## config.mk

```make
export PLATFORM = sky130hd
export DESIGN_NAME = cfg_port
export DESIGN_NICKNAME = d
export VERILOG_FILES = /design/src/rtl/cfg_port_pkg.sv /design/src/rtl/cfg_key_fsm.sv /design/src/rtl/cfg_dev_router.sv /design/src/rtl/cfg_global_regs.sv /design/src/rtl/cfg_port.sv
export SDC_FILE = /design/constraint.sdc
export NUM_CORES = 1
export LEC_CHECK = 0
export BUFFER_PORTS_ARGS = -buffer_cell sky130_fd_sc_hd__buf_4
export CAP_MARGIN = 40
export CORE_AREA = 2 2 77 79
export CTS_CLUSTER_DIAMETER = 80
export CTS_CLUSTER_SIZE = 8
export DETAILED_ROUTE_END_ITERATION = 6
export DIE_AREA = 0 0 79 81
export GPL_TIMING_DRIVEN = 0
export PLACE_DENSITY_LB_ADDON = 0.2
export SYNTH_ARGS = -nofsm -noshare
export SYNTH_HDL_FRONTEND = slang
export SYNTH_SLANG_ARGS = --single-unit
```

## constraint.sdc

```tcl
create_clock -name clk -period 3.12 [get_ports clk]
set_clock_uncertainty 0.1 [all_clocks]
set_input_delay 0.156 -clock clk [delete_from_list [all_inputs] [get_ports clk]]
set_output_delay 0.156 -clock clk [all_outputs]
set_load 0.03 [all_outputs]
```

## src/rtl/cfg_port_pkg.sv

```systemverilog
package cfg_port_pkg;
  localparam int DW = 8;
  typedef enum logic [1:0] {KS_LOCKED, KS_HALF, KS_OPEN} key_state_t;
  localparam logic [DW-1:0] IDX_LDEV_SEL = 8'h07;
  localparam logic [DW-1:0] IDX_CHIP_ID  = 8'h20;
  localparam logic [DW-1:0] IDX_DEV_BASE = 8'h30;
  localparam logic [DW-1:0] KEY_ENTER_A  = 8'h87;
  localparam logic [DW-1:0] KEY_LEAVE_A  = 8'hAA;
  localparam logic [DW-1:0] KEY_ENTER_B  = 8'h88;
  localparam logic [DW-1:0] KEY_LEAVE_B  = 8'hBB;
  localparam logic [DW-1:0] RD_EMPTY     = 8'hFF;
endpackage

```

## src/rtl/cfg_key_fsm.sv

```systemverilog
module cfg_key_fsm
  import cfg_port_pkg::*;
(
  input  logic          clk,
  input  logic          rst,
  input  logic          alt_key,
  input  logic          key_wr,
  input  logic [DW-1:0] key_data,
  output logic          is_open,
  output logic          idx_load
);
  key_state_t state_q;
  logic [DW-1:0] enter_k, leave_k;

  assign enter_k  = alt_key ? KEY_ENTER_B : KEY_ENTER_A;
  assign leave_k  = alt_key ? KEY_LEAVE_B : KEY_LEAVE_A;
  assign is_open  = (state_q == KS_OPEN);
  assign idx_load = key_wr && is_open && (key_data != leave_k);

  always_ff @(posedge clk) begin
    if (rst) begin
      state_q <= KS_LOCKED;
    end else if (key_wr) begin
      case (state_q)
        KS_LOCKED: state_q <= (key_data == enter_k) ? KS_HALF : KS_LOCKED;
        KS_HALF:   state_q <= (key_data == enter_k) ? KS_OPEN : KS_LOCKED;
        default:   if (key_data == leave_k) state_q <= KS_LOCKED;
      endcase
    end
  end


  open_needs_enter_chk: assert property (@(posedge clk) disable iff (rst)
    $rose(is_open) |-> $past(key_wr && key_data == enter_k));


  leave_closes_chk: assert property (@(posedge clk) disable iff (rst)
    (is_open && key_wr && key_data == leave_k) |=> !is_open);


  single_enter_chk: assert property (@(posedge clk) disable iff (rst)
    (!is_open && key_wr && key_data != enter_k) |=> !is_open);
endmodule

```

## src/rtl/cfg_dev_router.sv

```systemverilog
module cfg_dev_router
  import cfg_port_pkg::*;
#(
  parameter int              NUM_LDEV    = 16,
  parameter logic [NUM_LDEV-1:0] DEV_PRESENT = '0
) (
  input  logic                   clk,
  input  logic                   rst,
  input  logic                   fwd_en,
  input  logic                   host_wr,
  input  logic                   host_rd,
  input  logic [DW-1:0]          sel,
  input  logic [NUM_LDEV*DW-1:0] dev_rdata,
  output logic [NUM_LDEV-1:0]    dev_wr,
  output logic [NUM_LDEV-1:0]    dev_rd,
  output logic [DW-1:0]          fwd_rdata
);
  logic [NUM_LDEV-1:0] hit;

  for (genvar i = 0; i < NUM_LDEV; i++) begin : g_dev
    if (DEV_PRESENT[i]) begin : g_on
      assign hit[i] = (sel == DW'(i));
    end else begin : g_off
      assign hit[i] = 1'b0;
    end
    assign dev_wr[i] = fwd_en && host_wr && hit[i];
    assign dev_rd[i] = fwd_en && host_rd && hit[i];
  end

  always_comb begin
    fwd_rdata = RD_EMPTY;
    for (int i = 0; i < NUM_LDEV; i++)
      if (hit[i]) fwd_rdata = dev_rdata[i*DW +: DW];
  end


  wr_onehot_chk: assert property (@(posedge clk) disable iff (rst) $onehot0(dev_wr));

  rd_onehot_chk: assert property (@(posedge clk) disable iff (rst) $onehot0(dev_rd));

  no_strobe_closed_chk: assert property (@(posedge clk) disable iff (rst)
    (|(dev_wr | dev_rd)) |-> fwd_en);
endmodule

```

## src/rtl/cfg_global_regs.sv

```systemverilog
module cfg_global_regs
  import cfg_port_pkg::*;
#(
  parameter logic [7:0] CHIP_ID = 8'h5A
) (
  input  logic          clk,
  input  logic          rst,
  input  logic          is_open,
  input  logic          idx_load,
  input  logic          host_wr,
  input  logic          host_rd,
  input  logic          host_addr,
  input  logic [DW-1:0] host_wdata,
  input  logic [DW-1:0] fwd_rdata,
  output logic [DW-1:0] idx_q,
  output logic [DW-1:0] sel_q,
  output logic          fwd_en,
  output logic [DW-1:0] host_rdata
);
  logic [DW-1:0] rd_val;

  assign fwd_en = is_open && host_addr && (idx_q >= IDX_DEV_BASE);

  always_ff @(posedge clk) begin
    if (rst) begin
      idx_q <= '0;
      sel_q <= '0;
    end else begin
      if (idx_load) idx_q <= host_wdata;
      if (host_wr && host_addr && is_open && idx_q == IDX_LDEV_SEL)
        sel_q <= host_wdata;
    end
  end

  always_comb begin
    if (!host_addr)                  rd_val = is_open ? idx_q : RD_EMPTY;
    else if (!is_open)               rd_val = RD_EMPTY;
    else if (idx_q == IDX_LDEV_SEL)  rd_val = sel_q;
    else if (idx_q == IDX_CHIP_ID)   rd_val = CHIP_ID;
    else if (idx_q < IDX_DEV_BASE)   rd_val = '0;
    else                             rd_val = fwd_rdata;
  end

  always_ff @(posedge clk) begin
    if (rst)          host_rdata <= RD_EMPTY;
    else if (host_rd) host_rdata <= rd_val;
  end


  closed_read_ff_chk: assert property (@(posedge clk) disable iff (rst)
    (host_rd && host_addr && !is_open) |=> host_rdata == RD_EMPTY);

  rdata_hold_chk: assert property (@(posedge clk) disable iff (rst)
    !host_rd |=> $stable(host_rdata));

  sel_closed_stable_chk: assert property (@(posedge clk) disable iff (rst)
    !is_open |=> $stable(sel_q));
endmodule

```

## src/rtl/cfg_port.sv

```systemverilog
module cfg_port
  import cfg_port_pkg::*;
#(
  parameter int                  NUM_LDEV    = 16,
  parameter logic [NUM_LDEV-1:0] DEV_PRESENT = 16'h0110,
  parameter logic [7:0]          CHIP_ID     = 8'h5A
) (
  input  logic                   clk,
  input  logic                   rst,
  input  logic                   alt_key,
  input  logic                   host_wr,
  input  logic                   host_rd,
  input  logic                   host_addr,
  input  logic [7:0]             host_wdata,
  output logic [7:0]             host_rdata,
  output logic [NUM_LDEV-1:0]    dev_wr,
  output logic [NUM_LDEV-1:0]    dev_rd,
  output logic [7:0]             dev_idx,
  output logic [7:0]             dev_wdata,
  input  logic [NUM_LDEV*8-1:0]  dev_rdata
);
  logic          is_open, idx_load, fwd_en;
  logic [DW-1:0] idx_q, sel_q, fwd_rdata;

  cfg_key_fsm u_keys (
    .clk      (clk),
    .rst      (rst),
    .alt_key  (alt_key),
    .key_wr   (host_wr && !host_addr),
    .key_data (host_wdata),
    .is_open  (is_open),
    .idx_load (idx_load)
  );

  cfg_global_regs #(.CHIP_ID(CHIP_ID)) u_regs (
    .clk        (clk),
    .rst        (rst),
    .is_open    (is_open),
    .idx_load   (idx_load),
    .host_wr    (host_wr),
    .host_rd    (host_rd),
    .host_addr  (host_addr),
    .host_wdata (host_wdata),
    .fwd_rdata  (fwd_rdata),
    .idx_q      (idx_q),
    .sel_q      (sel_q),
    .fwd_en     (fwd_en),
    .host_rdata (host_rdata)
  );

  cfg_dev_router #(.NUM_LDEV(NUM_LDEV), .DEV_PRESENT(DEV_PRESENT)) u_route (
    .clk       (clk),
    .rst       (rst),
    .fwd_en    (fwd_en),
    .host_wr   (host_wr),
    .host_rd   (host_rd),
    .sel       (sel_q),
    .dev_rdata (dev_rdata),
    .dev_wr    (dev_wr),
    .dev_rd    (dev_rd),
    .fwd_rdata (fwd_rdata)
  );

  assign dev_idx   = idx_q;
  assign dev_wdata = host_wdata;
endmodule

```

==> flow_summary.json, run 1 <==
{
  "cts_hold_buf": 0,
  "path_clk_slew_ps": 90,
  "max-slew-margin-rel_pct": 44.0,
  "p_per_area_nw_per_um2": 283,
  "fin_hold_ws_ps": 80.1,
  "hold_end": "u_regs.idx_q[5]$_SDFFE_PP0P_",
  "cts_resized": 0,
  "drive_gt1_share_pct": 35.1,
  "synth_top_cell_area_share_pct": 29.5,
  "netlist_instances": 214,
  "post_drt_via_cell_ratio": 4.76,
  "nets": 443,
  "die_area_um2": 6400,
  "switchingPower_mw": 0.198,
  "cap_viol_max_count": 0,
  "synth_most_common_cell": "buf_4",
  "n_antenna_cell": 0,
  "synth-async-reset-ratio_pct": 0,
  "dp_cells": 371,
  "antenna_found_initial": 0,
  "avgSynthCellArea_um2": 8.24,
  "stdcell_count": 374,
  "p_leak_nw": 1.04,
  "min_period_over_period_pct": 74.4,
  "power.internal_mw": 0.484,
  "syn_area_um2": 1760,
  "min-delay-start": "host_wdata[5]",
  "cts_sinks": 26,
  "area_growth_pct": 36.8,
  "worstSetupPathType": "register to primary output",
  "drc": 0,
  "fp.coreArea_um2": 5680,
  "post_drt_wl_per_cell_um": 13.8,
  "hold_depth": 3,
  "outcome": "finished clean",
  "rrSetupSlack_ps": 1030,
  "seqPwrFrac_pct": 48.6,
  "post_cts_buffers": 0,
  "cts_tree": "built",
  "worstPathRequired_ps": 2860,
  "hold_class": "primary input to register",
  "grt_usage_pct": 15.6,
  "synth-edff-count": 0,
  "fmax_mhz": 431,
  "ys_ff_latch": 26,
  "dr.pass1.iters": 4,
  "p_clk_share_pct": 27.6,
  "setup_violations": 0,
  "vias": 1781,
  "fillers": 603,
  "port_buffers": 55,
  "rr_startpoint": "u_regs.idx_q[5]$_SDFFE_PP0P_",
  "die_w_um": 79,
  "yosys_warnings": 0,
  "clk-insertion-delay-late_ps": 270,
  "cts-root-buf": "clkbuf_8",
  "worstPathMaxFanout": 9,
  "dp_hpwl_um": 4030,
  "r2r_end": "u_regs.host_rdata[2]$_SDFFE_PP1P_",
  "synthTopCellsByCount": "buf_4 (37), a21oi_1 (30), dfxtp_1 (26)",
  "yosysSeqAreaShare_pct": 29.5,
  "fp.dieH_um": 81,
  "first_global_vias": 1575,
  "synth_top_area_cell": "dfxtp_1",
  "ir_worst_vdd_mv": 0.166,
  "place_area_um2": 2370,
  "ys.flop_type": "dfxtp_1",
  "cts_max_level": 1,
  "initial_core_util_pct": 31.1,
  "ys_types": 44,
  "grt_overflow": 0,
  "slew_violations": 0,
  "io_pins": 198,
  "fin_tns_setup_ps": 0,
  "cts_made_buffers": 3,
  "worst_ep_arrival_time_ps": 2070,
  "first_iter_violations": 103,
  "switching_share_pct": 29.0,
  "worst_slew_pin_slew_ps": 835,
  "detail-route-antenna-nets": 0,
  "rsz0062_at_grt": "no",
  "worstSetupEndpointType": "primary output",
  "routabilityCongestion": 0.815,
  "startpoint": "u_regs.sel_q[0]$_SDFFE_PP0P_",
  "hold_viol": 0,
  "finalPower_mw": 0.682,
  "synthTopCellsByArea": "dfxtp_1 (30%), buf_4 (16%), a21oi_1 (8.5%)",
  "worst_setup_path_start_kind": "register",
  "placementRows": 28,
  "period_needed_ps": 2320,
  "clockBufferDepth": 2,
  "route.final.wire_length_um": 5170,
  "r2r_cells": 4,
  "comb_power_share_pct": 23.8,
  "design_area_um2": 2410,
  "grt_pass1_wl_um": 7990,
  "grt_max_degree": 14
}
## kinds of logic after synthesis
family                 count (synthesis)  share of synthesized area [%]
other                                  1                          0.213
muxes                                 10                           5.67
buffers and inverters                 46                           18.2
AOI/OAI and AO/OA                     67                           24.7
DFF                                   26                           29.5
and+or+nand+nor                       64                           21.8
## metal layers
metal	GRT usage, %	wire length (um)
met5	0	0
met4	2.59	22
met3	2.67	483
met2	24.7	2170
met1	22.6	2490
## state kept, by name (all words and copies together), names as in the netlist
register and count:
u_regs.host_rdata 8, u_regs.sel_q 8, u_keys.state_q 2, u_regs.idx_q 8
## area by class of cell
type / instances / area [um2] / area share [%]
repair buffers: 55 / 413 / 17.1
clock buffers: 3 / 41.3 / 1.71
flip-flops and latches: 26 / 520 / 21.6
plain buffers: 45 / 317 / 13.1
well taps: 75 / 93.8 / 3.89
inverters: 1 / 3.75 / 0.156
multi-input cells: 169 / 1020 / 42.5
## worst max-delay path, stage by stage, from the launching register on
cell and delay (ps):
dfxtp_1 350, or4b_1 540, buf_6 160, or3b_1 410, nor3_2 160, buf_4 180
## per-stage QoR
stage	setup WS (ps)	utilization [%]
6_report	799	42.5
5_1_grt	700	42.5
4_1_cts	790	42.5
3_5_place_dp	1080	41.8
3_3_place_gp	1090	41.8
2_1_floorplan	857	-
## power groups by stage
stage / clock [mW] / sequential, mW / combinational [mW]
final: 0.188 / 0.331 / 0.162
after global routing: 0.205 / 0.332 / 0.172
after CTS: 0.191 / 0.331 / 0.161
after detailed placement: 0 / 0.339 / 0.161
after global placement: 0 / 0.339 / 0.161
after floorplan: 0 / 0.339 / 0.110
## layout by cell type (no fill, tap or decap), types with 2 or more instances in the layout
cell,synthesis,final
o211ai_1,3,3
dfxtp_1,26,26
o22ai_1,5,5
or4b_1,2,2
o21a_1,3,3
or3b_1,2,2
buf_4,37,92
clkbuf_8,0,3
nand3_1,9,9
nor4b_1,2,2
clkbuf_1,5,5
o22ai_2,3,3
nor4_1,2,2
nor3_1,2,2
o21ai_0,11,11
nor2b_1,2,2
conb_1,1,28
nand2b_1,6,6
a2111o_1,4,4
nor2_1,22,22
nand4b_1,2,2
mux2i_1,10,10
a211o_1,3,3
a21oi_1,30,30
nand2_1,2,2
## worst max path at each step
stage / endpoint
floorplan: dev_rd[8]
global placement: dev_rd[4]
detailed placement: u_regs.host_rdata[2]$_SDFFE_PP1P_
CTS: dev_rd[4]
global route: dev_rd[4]
finish: dev_rd[4]
No activity file was read; power rests on OpenSTA's default activity.
==> run 2, diff against run 1 <==
--- a/config.mk
+++ b/config.mk
@@ -7,11 +7,11 @@
 export LEC_CHECK = 0
 export BUFFER_PORTS_ARGS = -buffer_cell sky130_fd_sc_hd__buf_4
 export CAP_MARGIN = 40
-export CORE_AREA = 2 2 77 79
+export CORE_AREA = 2 2 78 80
 export CTS_CLUSTER_DIAMETER = 80
 export CTS_CLUSTER_SIZE = 8
 export DETAILED_ROUTE_END_ITERATION = 6
-export DIE_AREA = 0 0 79 81
+export DIE_AREA = 0 0 80 82
 export GPL_TIMING_DRIVEN = 0
 export PLACE_DENSITY_LB_ADDON = 0.2
 export SYNTH_ARGS = -nofsm -noshare
==> constraint.sdc (replaced) <==
create_clock -name clk -period 2.4 [get_ports clk]
set_clock_uncertainty 0.1 [all_clocks]
set_input_delay 0.12 -clock clk [delete_from_list [all_inputs] [get_ports clk]]
set_output_delay 0.12 -clock clk [all_outputs]
set_load 0.03 [all_outputs]
==> flow_summary.json, run 2 (synthesis results as in run 1) <==
{
  "outcome": "finished clean",
  "min-delay-start": "host_wdata[5]",
  "die_w_um": 80,
  "cts_made_buffers": 3,
  "io_pins": 198,
  "p_per_area_nw_per_um2": 369,
  "grt_usage_pct": 15.6,
  "final_core_util_pct": 42.0,
  "die_area_um2": 6560,
  "min_period_over_period_pct": 96.5,
  "nets": 443,
  "hold_class": "primary input to register",
  "port_buffers": 55,
  "routabilityCongestion": 0.841,
  "vias": 1805,
  "dr.pass1.iters": 4,
  "post_drt_wl_per_cell_um": 14.1,
  "final_common_cell": "buf_4",
  "rr_startpoint": "u_regs.idx_q[5]$_SDFFE_PP0P_",
  "switchingPower_mw": 0.260,
  "antenna_found_initial": 0,
  "initial_core_util_pct": 30.7,
  "reg_top3": "u_regs.host_rdata: 8 flops, u_regs.idx_q: 8 flops, u_regs.sel_q: 8 flops",
  "cp_top_family": "simple AND/OR/NAND/NOR gates",
  "cts_hold_buf": 0,
  "post_cts_buffers": 0,
  "fillers": 624,
  "first_global_vias": 1647,
  "hold_end": "u_regs.idx_q[5]$_SDFFE_PP0P_",
  "cts_resized": 0,
  "dp_hpwl_um": 4150,
  "route.final.wire_length_um": 5260,
  "rsz0062_at_grt": "no",
  "fp.coreArea_um2": 5750,
  "finalPower_mw": 0.890,
  "r2r_cells": 4,
  "max-slew-margin-rel_pct": 47.0,
  "drive_gt1_share_pct": 35.1,
  "hold_viol": 0,
  "path_clk_slew_ps": 90,
  "r2r_end": "u_regs.host_rdata[2]$_SDFFE_PP1P_",
  "comb_power_share_pct": 23.6,
  "cts-root-buf": "clkbuf_8",
  "slowest_stage": "or4b_1",
  "period_needed_ps": 2320,
  "worst_ep_arrival_time_ps": 2100,
  "placementRows": 28,
  "clk-insertion-delay-late_ps": 270,
  "power.internal_mw": 0.630,
  "layout_common_cells": "buf_4 (92), a21oi_1 (30), conb_1 (28)",
  "fmax_mhz": 432,
  "grt_overflow": 0,
  "fp.dieH_um": 82,
  "max_stage_delay_ps": 540,
  "worst_slew_pin_slew_ps": 794,
  "worst_setup_path_start_kind": "register",
  "path_cells": "or4b_1 > buf_6 > or3b_1 > nor3_2 > buf_4",
  "post_drt_via_cell_ratio": 4.83,
  "grt_max_degree": 14,
  "ir_worst_vdd_mv": 0.172,
  "rrSetupSlack_ps": 430,
  "n_antenna_cell": 0,
  "cts_max_level": 1,
  "worstSetupEndpointType": "primary output",
  "slew_violations": 0,
  "p_leak_nw": 1.04,
  "drc": 0,
  "area_growth_pct": 36.8,
  "hold_depth": 3,
  "seqPwrFrac_pct": 48.4,
  "cts_tree": "built",
  "path_buf_inv": 2,
  "worstPathRequired_ps": 2180,
  "detail-route-antenna-nets": 0,
  "clockBufferDepth": 2,
  "worstPathMaxFanout": 9,
  "p_clk_share_pct": 27.9,
  "fin_hold_ws_ps": 39.2,
  "worstSetupPathType": "register to primary output",
  "grt_pass1_wl_um": 8050,
  "fin_tns_setup_ps": 0,
  "first_iter_violations": 82,
  "setup_violations": 0,
  "cap_viol_max_count": 0,
  "switching_share_pct": 29.2,
  "cts_sinks": 26
}
run 2: cell counts in the layout (fill, tap and decap cells not counted):
Identical to the previous run, type by type.
run 2: worst max-delay path by stage:
stage	from	end	slack, ps	cells after the start
3_3_place_gp	u_regs.sel_q[0]$_SDFFE_PP0P_	dev_rd[4]	400	5
4_1_cts	u_regs.sel_q[0]$_SDFFE_PP0P_	dev_rd[4]	90	5
2_1_floorplan	u_regs.sel_q[0]$_SDFFE_PP0P_	dev_rd[8]	170	4
6_report	u_regs.sel_q[0]$_SDFFE_PP0P_	dev_rd[4]	80	5
3_5_place_dp	u_regs.sel_q[0]$_SDFFE_PP0P_	dev_rd[4]	390	5
5_1_grt	u_regs.sel_q[0]$_SDFFE_PP0P_	dev_rd[4]	20	5
run 2: layout make-up:
type	count	area, um2	share of cell area, %
plain buffers	45	317	13.1
clock buffers	3	41.3	1.71
inverters	1	3.75	0.156
multi-input cells	169	1020	42.5
flip-flops and latches	26	520	21.6
well taps	75	93.8	3.89
repair buffers	55	413	17.1
run 2: power by group through the flow:
stage               Sequential [mW]  Combinational [mW]  Clock (mW)
floorplan                     0.441               0.143           0
global route                  0.431               0.224       0.262
detailed placement            0.441               0.209           0
global placement              0.441               0.209           0
finish                        0.431               0.210       0.249
CTS                           0.431               0.209       0.249
run 2: per-layer routing:
metal	GRT usage, %	wire [um]	vias to the layer above
li1	-	-	901
met3	3.08	472	6
met4	4.75	39	0
met1	22.1	2570	822
met5	0	0	-
met2	24.0	2170	76
run 2: worst register-to-register path, stage by stage, from the launching register on:
cell and delay [ps]:
dfxtp_1 370, a211oi_1 660, nand2b_1 250, a21oi_1 70
a2111o_1 400
run 2: per-stage QoR:
stage | setup slack, ps | area, um2 | std cells
global route | 16.1 | 2410 | 374
finish | 84.7 | 2410 | 374
floorplan | 173 | 1870 | 241
CTS | 85.0 | 2410 | 374
detailed placement | 387 | 2370 | 371
global placement | 397 | 2370 | 371
==> run 3, diff against run 2 <==
--- a/config.mk
+++ b/config.mk
@@ -7,13 +7,15 @@
 export LEC_CHECK = 0
 export BUFFER_PORTS_ARGS = -buffer_cell sky130_fd_sc_hd__buf_4
 export CAP_MARGIN = 40
-export CORE_AREA = 2 2 78 80
+export CORE_AREA = 2 2 77 79
 export CTS_CLUSTER_DIAMETER = 80
 export CTS_CLUSTER_SIZE = 8
 export DETAILED_ROUTE_END_ITERATION = 6
-export DIE_AREA = 0 0 80 82
+export DIE_AREA = 0 0 79 81
 export GPL_TIMING_DRIVEN = 0
 export PLACE_DENSITY_LB_ADDON = 0.2
+export SETUP_SLACK_MARGIN = 0.15
 export SYNTH_ARGS = -nofsm -noshare
 export SYNTH_HDL_FRONTEND = slang
+export SYNTH_HIERARCHICAL = 1
 export SYNTH_SLANG_ARGS = --single-unit
==> flow_summary.json, run 3 <==
{
  "comb_power_share_pct": 21.0,
  "grt_pass1_wl_um": 8120,
  "synth-edff-count": 0,
  "cts_sinks": 26,
  "initial_core_util_pct": 33.0,
  "worstPathRequired_ps": 2180,
  "syn_area_um2": 1870,
  "synth_most_common_cell": "nor2_1",
  "path_buf_inv": 1,
  "slowest_stage": "or4_4",
  "grt_usage_pct": 16.1,
  "worstPathMaxFanout": 4,
  "switching_share_pct": 26.2,
  "detail-route-antenna-nets": 0,
  "route.met3.wl_um": 291,
  "nets": 460,
  "clk-insertion-delay-late_ps": 270,
  "path_cells": "or4_4 > nor4_1 > buf_4",
  "die_area_um2": 6400,
  "cp_top_family": "simple AND/OR/NAND/NOR gates",
  "post_drt_wl_per_cell_um": 13.4,
  "switchingPower_mw": 0.264,
  "synth_top_area_cell": "dfxtp_1",
  "path_clk_slew_ps": 100,
  "reg_top3": "u_regs/host_rdata: 8 flops, u_regs/idx_q: 8 flops, u_regs/sel_q: 8 flops",
  "worst_ep_arrival_time_ps": 1830,
  "n_antenna_cell": 0,
  "setup_violations": 0,
  "dr.pass1.iters": 4,
  "routabilityCongestion": 0.875,
  "stdcell_count": 392,
  "hold_class": "primary input to register",
  "rsz0062_at_grt": "no",
  "die_w_um": 79,
  "vias": 1797,
  "area_growth_pct": 38.2,
  "clockBufferDepth": 2,
  "max_stage_delay_ps": 570,
  "grt_overflow": 0,
  "synth-async-reset-ratio_pct": 0,
  "synthTopCellsByCount": "nor2_1 (39), buf_4 (36), dfxtp_1 (26)",
  "dp_cells": 386,
  "placementRows": 28,
  "cts-root-buf": "clkbuf_8",
  "cts_max_level": 1,
  "dp_hpwl_um": 4160,
  "grt_max_degree": 16,
  "outcome": "finished clean",
  "fp.dieH_um": 81,
  "min_period_over_period_pct": 85.6,
  "cts_tree": "built",
  "final_common_cell": "buf_4",
  "slew_violations": 0,
  "worstSetupEndpointType": "primary output",
  "avgSynthCellArea_um2": 8.24,
  "ir_worst_vdd_mv": 0.294,
  "layout_common_cells": "buf_4 (94), nor2_1 (39), conb_1 (28)",
  "worst_slew_pin_slew_ps": 772,
  "power.internal_mw": 0.745,
  "port_buffers": 57,
  "first_iter_violations": 143,
  "post_drt_via_cell_ratio": 4.58,
  "drive_gt1_share_pct": 35.6,
  "synthTopCellsByArea": "dfxtp_1 (28%), buf_4 (14%), mux2i_1 (9.1%)",
  "ys_types": 39,
  "fmax_mhz": 487,
  "p_leak_nw": 1.09,
  "p_per_area_nw_per_um2": 390,
  "io_pins": 198,
  "wl_met1_um": 2510,
  "fp.coreArea_um2": 5680,
  "wl_met2_um": 2360,
  "ys.flop_type": "dfxtp_1",
  "yosysSeqAreaShare_pct": 27.8,
  "hold_viol": 0,
  "synth_top_cell_area_share_pct": 27.8,
  "p_clk_share_pct": 36.2,
  "netlist_instances": 227,
  "highest_layer": "met4",
  "first_global_vias": 1633,
  "cap_viol_max_count": 0,
  "final_core_util_pct": 45.5,
  "cts_made_buffers": 3,
  "yosys_warnings": 6,
  "worstSetupPathType": "register to primary output",
  "period_needed_ps": 2050,
  "max-slew-margin-rel_pct": 47.8,
  "drc": 0,
  "worst_setup_path_start_kind": "register",
  "antenna_found_initial": 0,
  "ys_ff_latch": 26,
  "route.final.wire_length_um": 5260,
  "seqPwrFrac_pct": 42.7
}
## run 3: layer usage
metal / up-vias / global-route usage (%)
li1: 927 / -
met1: 798 / 23.1
met2: 64 / 24.3
met3: 8 / 2.78
met4: 0 / 5.52
met5: - / 0
## run 3: tightest hold or removal path, delay by kind of cell
kind / cells / cell delay, ps
buffers and inverters: 1 / 110
muxes: 1 / 70
and+or+nand+nor: 1 / 70
## run 3: cell families after synthesis
kind of cell / Yosys count / synth area share, %
buffers and inverters: 59 / 19.1
AND/OR/NAND/NOR: 89 / 29.3
flip-flops: 26 / 27.8
multiplexers: 18 / 9.70
other: 1 / 0.200
AO/OA/AOI/OAI: 34 / 13.8
## run 3: what timing repair did
| item | CTS | global route |
|---|---|---|
| gates cloned | 0 | 0 |
| setup buffers | 1 | 0 |
| resized for setup | 0 | 1 |
| endpoints found under the setup margin | 4 | 2 |
| endpoints found under the hold margin | 1 | 0 |
| hold buffers | 1 | 0 |
| pin swaps | 1 | 0 |
## run 3: stage by stage
stage	hold WS (ps)	setup slack (ps)	cell area, um2	TNS (ps)	power [mW]
floorplan	89.1	-91.2	1970	-360	0.583
global placement	214	218	2490	0	0.650
detailed placement	214	244	2490	0	0.651
CTS	25.5	297	2580	0	1.02
global route	27.3	202	2580	0	1.05
finish	28.7	346	2580	0	1.01
## run 3: path summary, 6_finish.rpt
| path | startpoint | cells after the start | to | slack [ps] |
|---|---|---|---|---|
| setup / recovery | u_regs/sel_q[5]$_SDFFE_PP0P_ | 3 | dev_wr[4] | 350 |
| setup reg to reg | u_regs/sel_q[5]$_SDFFE_PP0P_ | 4 | u_regs/host_rdata[0]$_SDFFE_PP1P_ | 390 |
| hold reg to reg | u_regs/sel_q[1]$_SDFFE_PP0P_ | 2 | u_regs/host_rdata[1]$_SDFFE_PP1P_ | 430 |
| hold / removal | host_wdata[6] | 3 | u_regs/sel_q[6]$_SDFFE_PP0P_ | 30 |
## run 3: power groups by stage
stage                     registers, mW  logic, mW  clock network (mW)
after detailed placement          0.441      0.210                   0
final                             0.431      0.212               0.366
after global placement            0.441      0.209                   0
after floorplan                   0.441      0.142                   0
after global routing              0.431      0.226               0.388
after CTS                         0.431      0.211               0.373
## run 3: area by class of cell
| type | instances | area [um2] |
|---|---|---|
| well taps | 75 | 93.8 |
| inverters | 13 | 48.8 |
| flip-flops and latches | 26 | 520 |
| clock inverters | 1 | 30.0 |
| clock buffers | 3 | 41.3 |
| fillers | 599 | 3090 |
| multi-input cells | 169 | 1100 |
| plain buffers | 46 | 309 |
| repair buffers | 59 | 445 |
